**src/rtl/trace_flow_pkg.sv**
```systemverilog
package trace_flow_pkg;
  localparam int REG_W  = 32;
  localparam int REG_AW = 4;
  localparam int MARK_LSB = 3;
  localparam int MARK_W   = REG_W - MARK_LSB;

  localparam logic [REG_AW-1:0] OFF_POS    = 4'h0;
  localparam logic [REG_AW-1:0] OFF_MASTER = 4'h4;
  localparam logic [REG_AW-1:0] OFF_FLOW   = 4'h8;

  localparam int MST_EN_BIT    = 0;
  localparam int MST_HALT_BIT  = 1;
  localparam int FLOW_STOP_BIT = 0;
  localparam int FLOW_HALT_BIT = 1;

  typedef struct packed {
    logic [MARK_W-1:0] mark;
    logic              auto_halt;
    logic              auto_stop;
  } flow_cfg_t;
endpackage

```
**src/rtl/trace_ptr_unit.sv**
```systemverilog
module trace_ptr_unit #(
  parameter int PTR_W = 5
) (
  input  logic             clk,
  input  logic             rst_n,
  input  logic             adv_i,
  input  logic             load_i,
  input  logic [PTR_W-1:0] load_val_i,
  output logic [PTR_W-1:0] ptr_o
);
  logic [PTR_W-1:0] ptr_q;

  always_ff @(posedge clk or negedge rst_n) begin
    if (!rst_n)      ptr_q <= '0;
    else if (load_i) ptr_q <= load_val_i;
    else if (adv_i)  ptr_q <= ptr_q + 1'b1;
  end

  assign ptr_o = ptr_q;
endmodule

```
**src/rtl/trace_wm_cmp.sv**
```systemverilog
module trace_wm_cmp
  import trace_flow_pkg::*;
#(
  parameter int PTR_W = 5
) (
  input  logic [PTR_W-1:0]  ptr_i,
  input  logic [MARK_W-1:0] mark_i,
  output logic              hit_o
);
  logic low_eq;
  logic high_zero;

  assign low_eq = (mark_i[PTR_W-1:0] == ptr_i);

  generate
    if (PTR_W < MARK_W) begin : g_high
      assign high_zero = (mark_i[MARK_W-1:PTR_W] == '0);
    end else begin : g_full
      assign high_zero = 1'b1;
    end
  endgenerate

  assign hit_o = low_eq && high_zero;
endmodule

```
**src/rtl/trace_flow_reg.sv**
```systemverilog
module trace_flow_reg
  import trace_flow_pkg::*;
(
  input  logic             clk,
  input  logic             rst_n,
  input  logic             wr_i,
  input  logic [REG_W-1:0] wdata_i,
  output flow_cfg_t        cfg_o
);
  flow_cfg_t cfg_q;
  logic      unused_rsvd;

  assign unused_rsvd = wdata_i[2];

  always_ff @(posedge clk or negedge rst_n) begin
    if (!rst_n) begin
      cfg_q <= '0;
    end else if (wr_i) begin
      cfg_q.mark      <= wdata_i[REG_W-1:MARK_LSB];
      cfg_q.auto_halt <= wdata_i[FLOW_HALT_BIT];
      cfg_q.auto_stop <= wdata_i[FLOW_STOP_BIT];
    end
  end

  assign cfg_o = cfg_q;
endmodule

```
**src/rtl/trace_master_ctl.sv**
```systemverilog
module trace_master_ctl (
  input  logic clk,
  input  logic rst_n,
  input  logic wr_i,
  input  logic wr_en_i,
  input  logic wr_halt_i,
  input  logic stop_i,
  input  logic halt_set_i,
  output logic en_o,
  output logic halt_o
);
  logic en_q, halt_q;
  logic en_d, halt_d;

  always_comb begin
    en_d   = en_q;
    halt_d = halt_q;
    if (wr_i) begin
      en_d   = wr_en_i;
      halt_d = wr_halt_i;
    end
    if (stop_i)     en_d   = 1'b0;
    if (halt_set_i) halt_d = 1'b1;
  end

  always_ff @(posedge clk or negedge rst_n) begin
    if (!rst_n) begin
      en_q   <= 1'b0;
      halt_q <= 1'b0;
    end else begin
      en_q   <= en_d;
      halt_q <= halt_d;
    end
  end

  assign en_o   = en_q;
  assign halt_o = halt_q;
endmodule

```
**src/rtl/trace_flow_ctrl.sv**
```systemverilog
module trace_flow_ctrl
  import trace_flow_pkg::*;
#(
  parameter int BUF_BYTES = 256,
  localparam int PTR_W = $clog2(BUF_BYTES) - 3
) (
  input  logic              clk,
  input  logic              rst_n,
  input  logic              reg_we_i,
  input  logic [REG_AW-1:0] reg_addr_i,
  input  logic [REG_W-1:0]  reg_wdata_i,
  output logic [REG_W-1:0]  reg_rdata_o,
  input  logic              trace_wr_i,
  input  logic              dbg_en_i,
  output logic              dbg_halt_req_o,
  output logic              trace_en_o,
  output logic [PTR_W-1:0]  trace_ptr_o
);
  logic      we_pos, we_master, we_flow;
  logic      en_q, halt_q, wm_hit;
  logic      stop_fire, halt_fire;
  logic [PTR_W-1:0] ptr_q;
  flow_cfg_t cfg;

  assign we_pos    = reg_we_i && (reg_addr_i == OFF_POS);
  assign we_master = reg_we_i && (reg_addr_i == OFF_MASTER);
  assign we_flow   = reg_we_i && (reg_addr_i == OFF_FLOW);

  trace_ptr_unit #(.PTR_W(PTR_W)) u_ptr (
    .clk        (clk),
    .rst_n      (rst_n),
    .adv_i      (trace_wr_i && en_q),
    .load_i     (we_pos),
    .load_val_i (reg_wdata_i[PTR_W+2:3]),
    .ptr_o      (ptr_q)
  );

  trace_flow_reg u_flow (
    .clk     (clk),
    .rst_n   (rst_n),
    .wr_i    (we_flow),
    .wdata_i (reg_wdata_i),
    .cfg_o   (cfg)
  );

  trace_wm_cmp #(.PTR_W(PTR_W)) u_cmp (
    .ptr_i  (ptr_q),
    .mark_i (cfg.mark),
    .hit_o  (wm_hit)
  );

  assign stop_fire = wm_hit && cfg.auto_stop;
  assign halt_fire = wm_hit && cfg.auto_halt;

  trace_master_ctl u_master (
    .clk        (clk),
    .rst_n      (rst_n),
    .wr_i       (we_master),
    .wr_en_i    (reg_wdata_i[MST_EN_BIT]),
    .wr_halt_i  (reg_wdata_i[MST_HALT_BIT]),
    .stop_i     (stop_fire),
    .halt_set_i (halt_fire),
    .en_o       (en_q),
    .halt_o     (halt_q)
  );

  always_comb begin
    reg_rdata_o = '0;
    case (reg_addr_i)
      OFF_POS:    reg_rdata_o[PTR_W+2:3] = ptr_q;
      OFF_MASTER: begin
        reg_rdata_o[MST_EN_BIT]   = en_q;
        reg_rdata_o[MST_HALT_BIT] = halt_q;
      end
      OFF_FLOW: begin
        reg_rdata_o[REG_W-1:MARK_LSB] = cfg.mark;
        reg_rdata_o[FLOW_HALT_BIT]    = cfg.auto_halt;
        reg_rdata_o[FLOW_STOP_BIT]    = cfg.auto_stop;
      end
      default: reg_rdata_o = '0;
    endcase
  end

  assign dbg_halt_req_o = halt_q && dbg_en_i;
  assign trace_en_o     = en_q;
  assign trace_ptr_o    = ptr_q;
endmodule

```
**config.mk**
```make
export PLATFORM = sky130hd
export DESIGN_NAME = trace_flow_ctrl
export DESIGN_NICKNAME = d
export VERILOG_FILES = /design/src/rtl/trace_flow_pkg.sv /design/src/rtl/trace_ptr_unit.sv /design/src/rtl/trace_wm_cmp.sv /design/src/rtl/trace_flow_reg.sv /design/src/rtl/trace_master_ctl.sv /design/src/rtl/trace_flow_ctrl.sv
export SDC_FILE = /design/constraint.sdc
export NUM_CORES = 1
export LEC_CHECK = 0
export ABC_AREA = 0
export BUFFER_PORTS_ARGS = -buffer_cell sky130_fd_sc_hd__buf_2
export CAP_MARGIN = 20
export CORE_UTILIZATION = 48
export CTS_CLUSTER_SIZE = 25
export DETAILED_ROUTE_END_ITERATION = 16
export PLACE_DENSITY = 0.79
export REMOVE_ABC_BUFFERS = 1
export SYNTH_ARGS = -nofsm -noshare
export SYNTH_HDL_FRONTEND = slang
export SYNTH_HIERARCHICAL = 1
export SYNTH_SLANG_ARGS = --single-unit
```
**constraint.sdc**
```tcl
create_clock -name clk -period 1.52 [get_ports clk]
set_input_delay 0.076 -clock clk [delete_from_list [all_inputs] [get_ports clk]]
set_output_delay 0.076 -clock clk [all_outputs]
set_load 0.005 [all_outputs]
```
Word-level counts from Yosys, hierarchy flattened
Cells that the tools add are included. Widths: inputs -> output; s select.

Register bits after elaboration: 38. Latch bits: 0. Bits in writable memories: 0. ROM bits: 0. Input port bits: 41. Output and inout port bits: 39. Memories: 0.

$add $sub $neg: 1. $mul: 0. Divide/modulo/power cells: 0. Order comparisons: 0. Eq/ne operators: 3. Shift-type cells: 0. Muxes and demuxes: 9. Bitwise operators: 0. Reductions and logical operators: 13.

Operator list (count): $logic_not 24->1 (1); $mux 24 (1); $mux 5 (2); $pmux 5 s2 (1); $logic_and 1x1->1 (8); $reduce_bool 2->1 (3); $add 5x1->5 const B (1); $eq 5x5->1 (1); $eq 4x3->1 const B (1); $eq 4x4->1 const B (1); $logic_not 4->1 (1); $mux 1 (4); $pmux 2 s2 (1).

Longest topological paths before layout
Gate-level depths: netlist (run 1).

Word-level depth: 4. Mapped depth: 6.

By module
Netlist (run 1), hierarchy kept.

Modules (own cells, without submodules): trace_flow_reg (times used 1, cells each 65, area an instance 1158.6 um2, sequential area each 775.7 um2); trace_flow_ctrl (times used 1, cells each 56, area an instance 412.9 um2, sequential area each 0.0 um2); trace_ptr_unit (times used 1, cells each 24, area an instance 249.0 um2, sequential area each 125.1 um2); trace_wm_cmp (times used 1, cells each 15, area an instance 133.9 um2, sequential area each 0.0 um2); trace_master_ctl (times used 1, cells each 6, area an instance 78.8 um2, sequential area each 50.0 um2).

Worst setup path before layout (run 1)
Ideal clock, no wire load.

Kind: input to register. From: input reg_addr_i[1]. To: register u_ptr.ptr_q[3] (netlist: u_ptr/ptr_o[3]). Library setup time: 0.125 ns. Arrival: 1.325 ns. Required time: 1.395 ns. Path slack: 0.071 ns. Cell stages on the path: 5. Buffers on the path: 2. Cells stage by stage: or3_1 -> buf_2 -> nor3b_2 -> clkbuf_1 -> mux2_2.

Longest elaborated chain between the ends: 3. Elaborated cells between the ends (all ways): 4. Those cells by class: mux: 1; reduce/logical: 3.

RTL lines: start, declared (line trace_flow_ctrl.sv:10) `input logic [REG_AW-1:0] reg_addr_i,`; $logic_not 4->1 (*) (line trace_flow_ctrl.sv:25) `assign we_pos = reg_we_i && (reg_addr_i == OFF_POS);`; $logic_and 1x1->1 (*) (line trace_flow_ctrl.sv:25); via we_pos (line trace_flow_ctrl.sv:19) `logic we_pos, we_master, we_flow;`; $mux 5 or $reduce_bool 2->1 (tied branches); end signal, assigned (line trace_ptr_unit.sv:15) `else if (load_i) ptr_q <= load_val_i;`; end signal, assigned (line trace_ptr_unit.sv:16) `else if (adv_i) ptr_q <= ptr_q + 1'b1;`; end, declared (line trace_ptr_unit.sv:11) `logic [PTR_W-1:0] ptr_q;`.

The timed path passes the listed nets; every way through them passes the cells marked *. A chain may end at the register's enable or synchronous reset.

Worst setup path after layout (run 1)
From: register u_flow.cfg_q, in the netlist u_flow/cfg_o[11]. To: register u_master.en_q (netlist: u_master/en_o).

Longest elaborated chain between the ends: 4. Elaborated cells between the ends (all ways): 5. Those cells by class: mux: 1; reduce/logical: 4.

RTL lines: start, declared (line trace_flow_reg.sv:10) `flow_cfg_t cfg_q;`; $logic_not 24->1 (*) (line trace_wm_cmp.sv:17) `assign high_zero = (mark_i[MARK_W-1:PTR_W] == '0);`; $logic_and 1x1->1 (*) (line trace_wm_cmp.sv:23) `assign hit_o = low_eq && high_zero;`; via wm_hit (line trace_flow_ctrl.sv:20) `logic en_q, halt_q, wm_hit;`; $logic_and 1x1->1 (*) (line trace_flow_ctrl.sv:52) `assign stop_fire = wm_hit && cfg.auto_stop;`; via stop_fire (line trace_flow_ctrl.sv:21) `logic stop_fire, halt_fire;`; $mux 1 or $reduce_bool 2->1 (tied branches); end signal, assigned (line trace_master_ctl.sv:31) `en_q <= en_d;`; end, declared (line trace_master_ctl.sv:12) `logic en_q, halt_q;`.

Marked as above.

==> results of run 1 <==
## flip-flops by register name (all words and copies together) (netlist names)
signal,flops
u_ptr/ptr_o,5
u_master/en_o,1
u_flow/cfg_o,31
u_master/halt_o,1
## cell type report
type / count / area, um^2
Clock inverter: 1 / 5.00
Fill cell: 357 / 1440
Sequential cell: 38 / 951
Timing Repair Buffer: 87 / 475
Multi-Input combinational cell: 119 / 1000
Tap cell: 50 / 62.6
Clock buffer: 7 / 86.3
## per-stage QoR
step,worst slack (ns),TNS (ns),cell area [um^2],total power (uW)
after CTS,0.111,0,2580,3100
after detailed placement,0.123,0,2480,2380
after global placement,0.155,0,2480,2350
after floorplan,-0.221,-6.84,1960,2020
after global routing,0.0174,0,2580,3260
final,0.161,0,2580,3060
## layer usage
metal  wire length [um]  GRT usage  part of all wire  vias to the layer above
li1                   -          -                 -                      747
met1               1830      0.265              0.44                      729
met2               2150      0.333              0.52                       35
met3                145     0.0360             0.035                        5
met4                 41     0.0691            0.0099                        0
met5                  0          0                 0                        -
## worst max path at each step
stage / from / to / slack (ns) / cells past startpoint
2_1_floorplan: reg_addr_i[1] / u_flow/cfg_o[0] / -0.22 / 3
3_3_place_gp: u_flow/cfg_o[18] / u_master/en_o / 0.15 / 5
3_5_place_dp: u_flow/cfg_o[10] / u_master/en_o / 0.12 / 5
4_1_cts: u_flow/cfg_o[10] / u_master/halt_o / 0.11 / 5
5_1_grt: u_flow/cfg_o[11] / u_master/halt_o / 0.02 / 5
6_report: u_flow/cfg_o[11] / u_master/en_o / 0.16 / 5
## worst max-delay path, stage by stage (launching register included)
cell     delay [ns]
dfrtp_1        0.41
nor4_2         0.32
nand4_1        0.15
nor3_2         0.19
and2_1         0.14
nor2_1         0.04
## kinds of logic (layout without fill, tap and decap cells)
kind of cell	after synthesis	in the layout	synth area share
other	1	1	0.00184
AND/OR/NAND/NOR	62	62	0.214
XOR/XNOR	9	9	0.0388
AO/OA/AOI/OAI	7	7	0.0215
adder cells (fa/ha/maj)	1	1	0.00615
flip-flops	38	38	0.468
multiplexers	39	39	0.212
buffers and inverters	9	95	0.0382
## cells in the final DEF (no fill, tap or decap), drive strengths merged
cell	instances
a211o	1
a211oi	2
and2	29
buf	86
clkbuf	7
clkinv	1
conb	1
dfrtp	38
dlygate4sd3	1
ha	1
mux2	32
mux2i	7
nand2	5
nand3	1
nand3b	5
nand4	4
nor2	6
nor2b	1
nor3	2
nor3b	1
nor4	6
nor4b	1
o21ai	4
or3	1
xnor2	7
xor2	2
## repair_timing
action                                 in CTS  in global routing
endpoints found under the hold margin      38                  0
hold buffers                                1                  0
setup endpoints to repair                   0                  0
## power breakdown
group          switching [uW]  total, uW  internal (uW)
clock network             339        705            366
registers                 272       1560           1280
logic                     314        804            491
==> results.ini, run 1 <==
[clock_tree]
clock_path_buffers=2
path_clk_slew_ns=0.08
numCtsBuffers=5
tritoncts=yes
htree_num_levels=2
post_cts_buffers=0
cts_resized=0
cts-root-buf=clkbuf_8
insertion_delay_ns=0.28
clkSinkCount=38

[sta]
rsz0062_at_grt=no
timing.fmax_ghz=0.736
clock_skew_ns=0.00561
final_max_slew_viol_count=0
fin_crit_ns=1.36
setup_viol=0
hold_violations=0
finalCritPeriodShare=0.894
whs_ns=0.0178

[synthesis]
synth_area_leaders=dfrtp_1 47%, mux2_2 18%, and2_2 5.5%
synth_most_common_cell=dfrtp_1
synth_area_mm2=0.00203
ys_types=30
synth_top_area_frac=0.468
yosys-top-cells-count=38 x dfrtp_1, 32 x mux2_2, 15 x and2_2, 14 x and2_1
netlist_instances=166
yosysSeqAreaShare=0.468
avgSynthCellArea_um2=12.2
synth-seq-cells=38
synth_flop_cell=dfrtp_1
synth-edff-count=0
synth_top_area_cell=dfrtp_1
ys_async_sr_fraction=1.00
yosys_warnings=6

[power_and_ir_drop]
p_leak_uw=0.00127
p_per_area_mw_per_mm2=1190
ir_drop_v=0.000929

[min_path]
hp-class=in -> reg
hold_depth=2
worstHoldEndpoint=u_master/halt_o
worstHoldStart=reg_wdata_i[1]

[critical_path]
worstRegToRegCells=5
critPathKind=reg -> reg
r2r_setup_slack_ns=0.16
cp_max_fo=3
cp.arrival_ns=1.53
startpoint_type=register
r2r_end=u_master/en_o
r2r-start=u_flow/cfg_o[11]
crit_required_ns=1.69
endpoint_kind=register

[cells_and_area]
drive_above_1_share=0.583
areaGrowthSynthToFinish_pct=27.1
post-route-util=0.642
nets=293
final_cells=302
antenna_cells=0

[detailed_routing]
wl_per_cell_um=13.8
drc=0
ant_nets=0
viasPerCell=5.02
firstDrtPassIters=4
drt_iter0_drc=34
vias=1516
routed_wl_um=4160

[place]
gp_congestion=0.818
io_buffers=77
placed_cells=293
place_hpwl_um=3150

[floorplanning]
chipHeight_um=67.1
io_pins=80
core_mm2=0.00403
dieArea_mm2=0.00450
start_util=0.505
std_cell_rows=23
die_x_um=67.1

[grt]
grt_max_degree=39
grt_usage=0.203
grt_pass1_vias=1400
antenna_found_initial=0
grt_pass1_wl_um=6710
grt-ovfl-total=0

[job]
drv_cap=0

[status]
outcome=complete, no violations

Note: power is estimated with default switching activity, not from simulation.
==> inputs of run 2 (changes only) <==
- CTS_CLUSTER_SIZE: 25 -> 8
- HOLD_SLACK_MARGIN: unset -> 0.15
==> results.ini, run 2 (synthesized netlist as in run 1, its figures left out) <==
[status]
outcome=complete, no violations

[cells_and_area]
drive_above_1_share=0.519
areaGrowthSynthToFinish_pct=42.4
nets=324
antenna_cells=0
post-route-util=0.719
layout_commonest_cell=buf_2
largest_register_ffs=31
final_cell_mix=77 x buf_2, 38 x dfrtp_1, 32 x dlygate4sd3_1, 32 x mux2_2, 15 x and2_2
final_cells=333

[grt]
gr-max-usage-layer=met2
grt_pass1_vias=1613
antenna_found_initial=0
use_met1=0.279
grtUsageMet3=0.0394
grt_usage=0.230
grt-ovfl-total=0
grtUsageMet2=0.391
grt_max_degree=39
grt_pass1_wl_um=7590

[detailed_routing]
routed_wl_um=4800
drc=0
wl_per_cell_um=14.4
vias=1648
ant_nets=0
viasPerCell=4.95
drt_iter0_drc=38
firstDrtPassIters=4

[critical_path]
crit_chain=nor4_1, nand4_1, nor3_2, and2_1, nor2_1
cpMaxStageDelayCell=dfrtp_1
r2r_setup_slack_ns=0.16
endpoint_kind=register
cp.arrival_ns=1.54
cp_max_fo=3
slowest_delay_ns=0.39
crit_required_ns=1.69
critPathKind=reg -> reg
startpoint_type=register

[floorplanning]
core_mm2=0.00403
io_pins=80
chipHeight_um=67.1
dieArea_mm2=0.00450
die_x_um=67.1
start_util=0.505
std_cell_rows=23

[place]
place_hpwl_um=3150
gp_congestion=0.818
pre_cts_ws_ns=0.123
placed_cells=293
io_buffers=77

[clock_tree]
numCtsBuffers=5
clock_path_buffers=2
tritoncts=yes
post_cts_buffers=0
cts-root-buf=clkbuf_8
path_clk_slew_ns=0.07
htree_num_levels=2
clkSinkCount=38
ctsHoldBuffers=32
insertion_delay_ns=0.28
cts_resized=0

[min_path]
hp-class=in -> reg

[sta]
fin_crit_ns=1.36
final_max_slew_viol_count=0
hold_violations=0
final.setup.worst_slack_ns=0.156
whs_ns=0.285
timing.fmax_ghz=0.733
setup_viol=0
rsz0062_at_grt=no
finalCritPeriodShare=0.897
tns_ns=0
clock_skew_ns=0.00559

[power_and_ir_drop]
p_per_area_mw_per_mm2=1080
p_leak_uw=0.00140
ir_drop_v=0.000930

[job]
drv_cap=0

## run 2: changes by cell type in the layout (fill, tap and decap cells not counted), sizes merged
cell | previous run | this run
dlygate4sd3 | 1 | 32
## run 2: routing by layer
layer | vias up | wire [um]
li1 | 812 | -
met1 | 774 | 1990
met2 | 49 | 2520
met3 | 13 | 158
met4 | 0 | 127
met5 | - | 0
## run 2: report_power, final
group	total [uW]	internal (uW)	switching, uW
clock	706	366	340
combinational	873	543	330
sequential	1550	1280	271
total	3130	2190	941
## run 2: cell type report
type,instances,area [um^2]
clock buffers,7,86.3
clock inverters,1,5.00
fillers,319,1130
multi-input cells,119,1000
flip-flops and latches,38,951
well taps,50,62.6
repair buffers,118,786
## run 2: path summary, 6_finish.rpt
check / from / to / cells after the start
max in group asynchronous: rst_n / u_flow/cfg_o[19] / 3
worst min register to register: u_flow/cfg_o[10] / u_flow/cfg_o[10] / 1
worst min-delay path: reg_we_i / u_master/en_o / 5
min in group asynchronous: rst_n / u_flow/cfg_o[29] / 3
worst max-delay path: u_flow/cfg_o[10] / u_master/en_o / 5
worst max register to register: u_flow/cfg_o[10] / u_master/en_o / 5
## run 2: per-stage QoR
stage	cell area (um^2)	total power (uW)
after floorplan	1960	2020
after global placement	2480	2350
after detailed placement	2480	2380
after CTS	2900	3160
after global routing	2900	3330
final	2900	3130
## run 2: critical path, delay by kind of cell (launching register included)
family,cells,cell delay [ns]
DFF,1,0.39
and+or+nand+nor,5,0.87
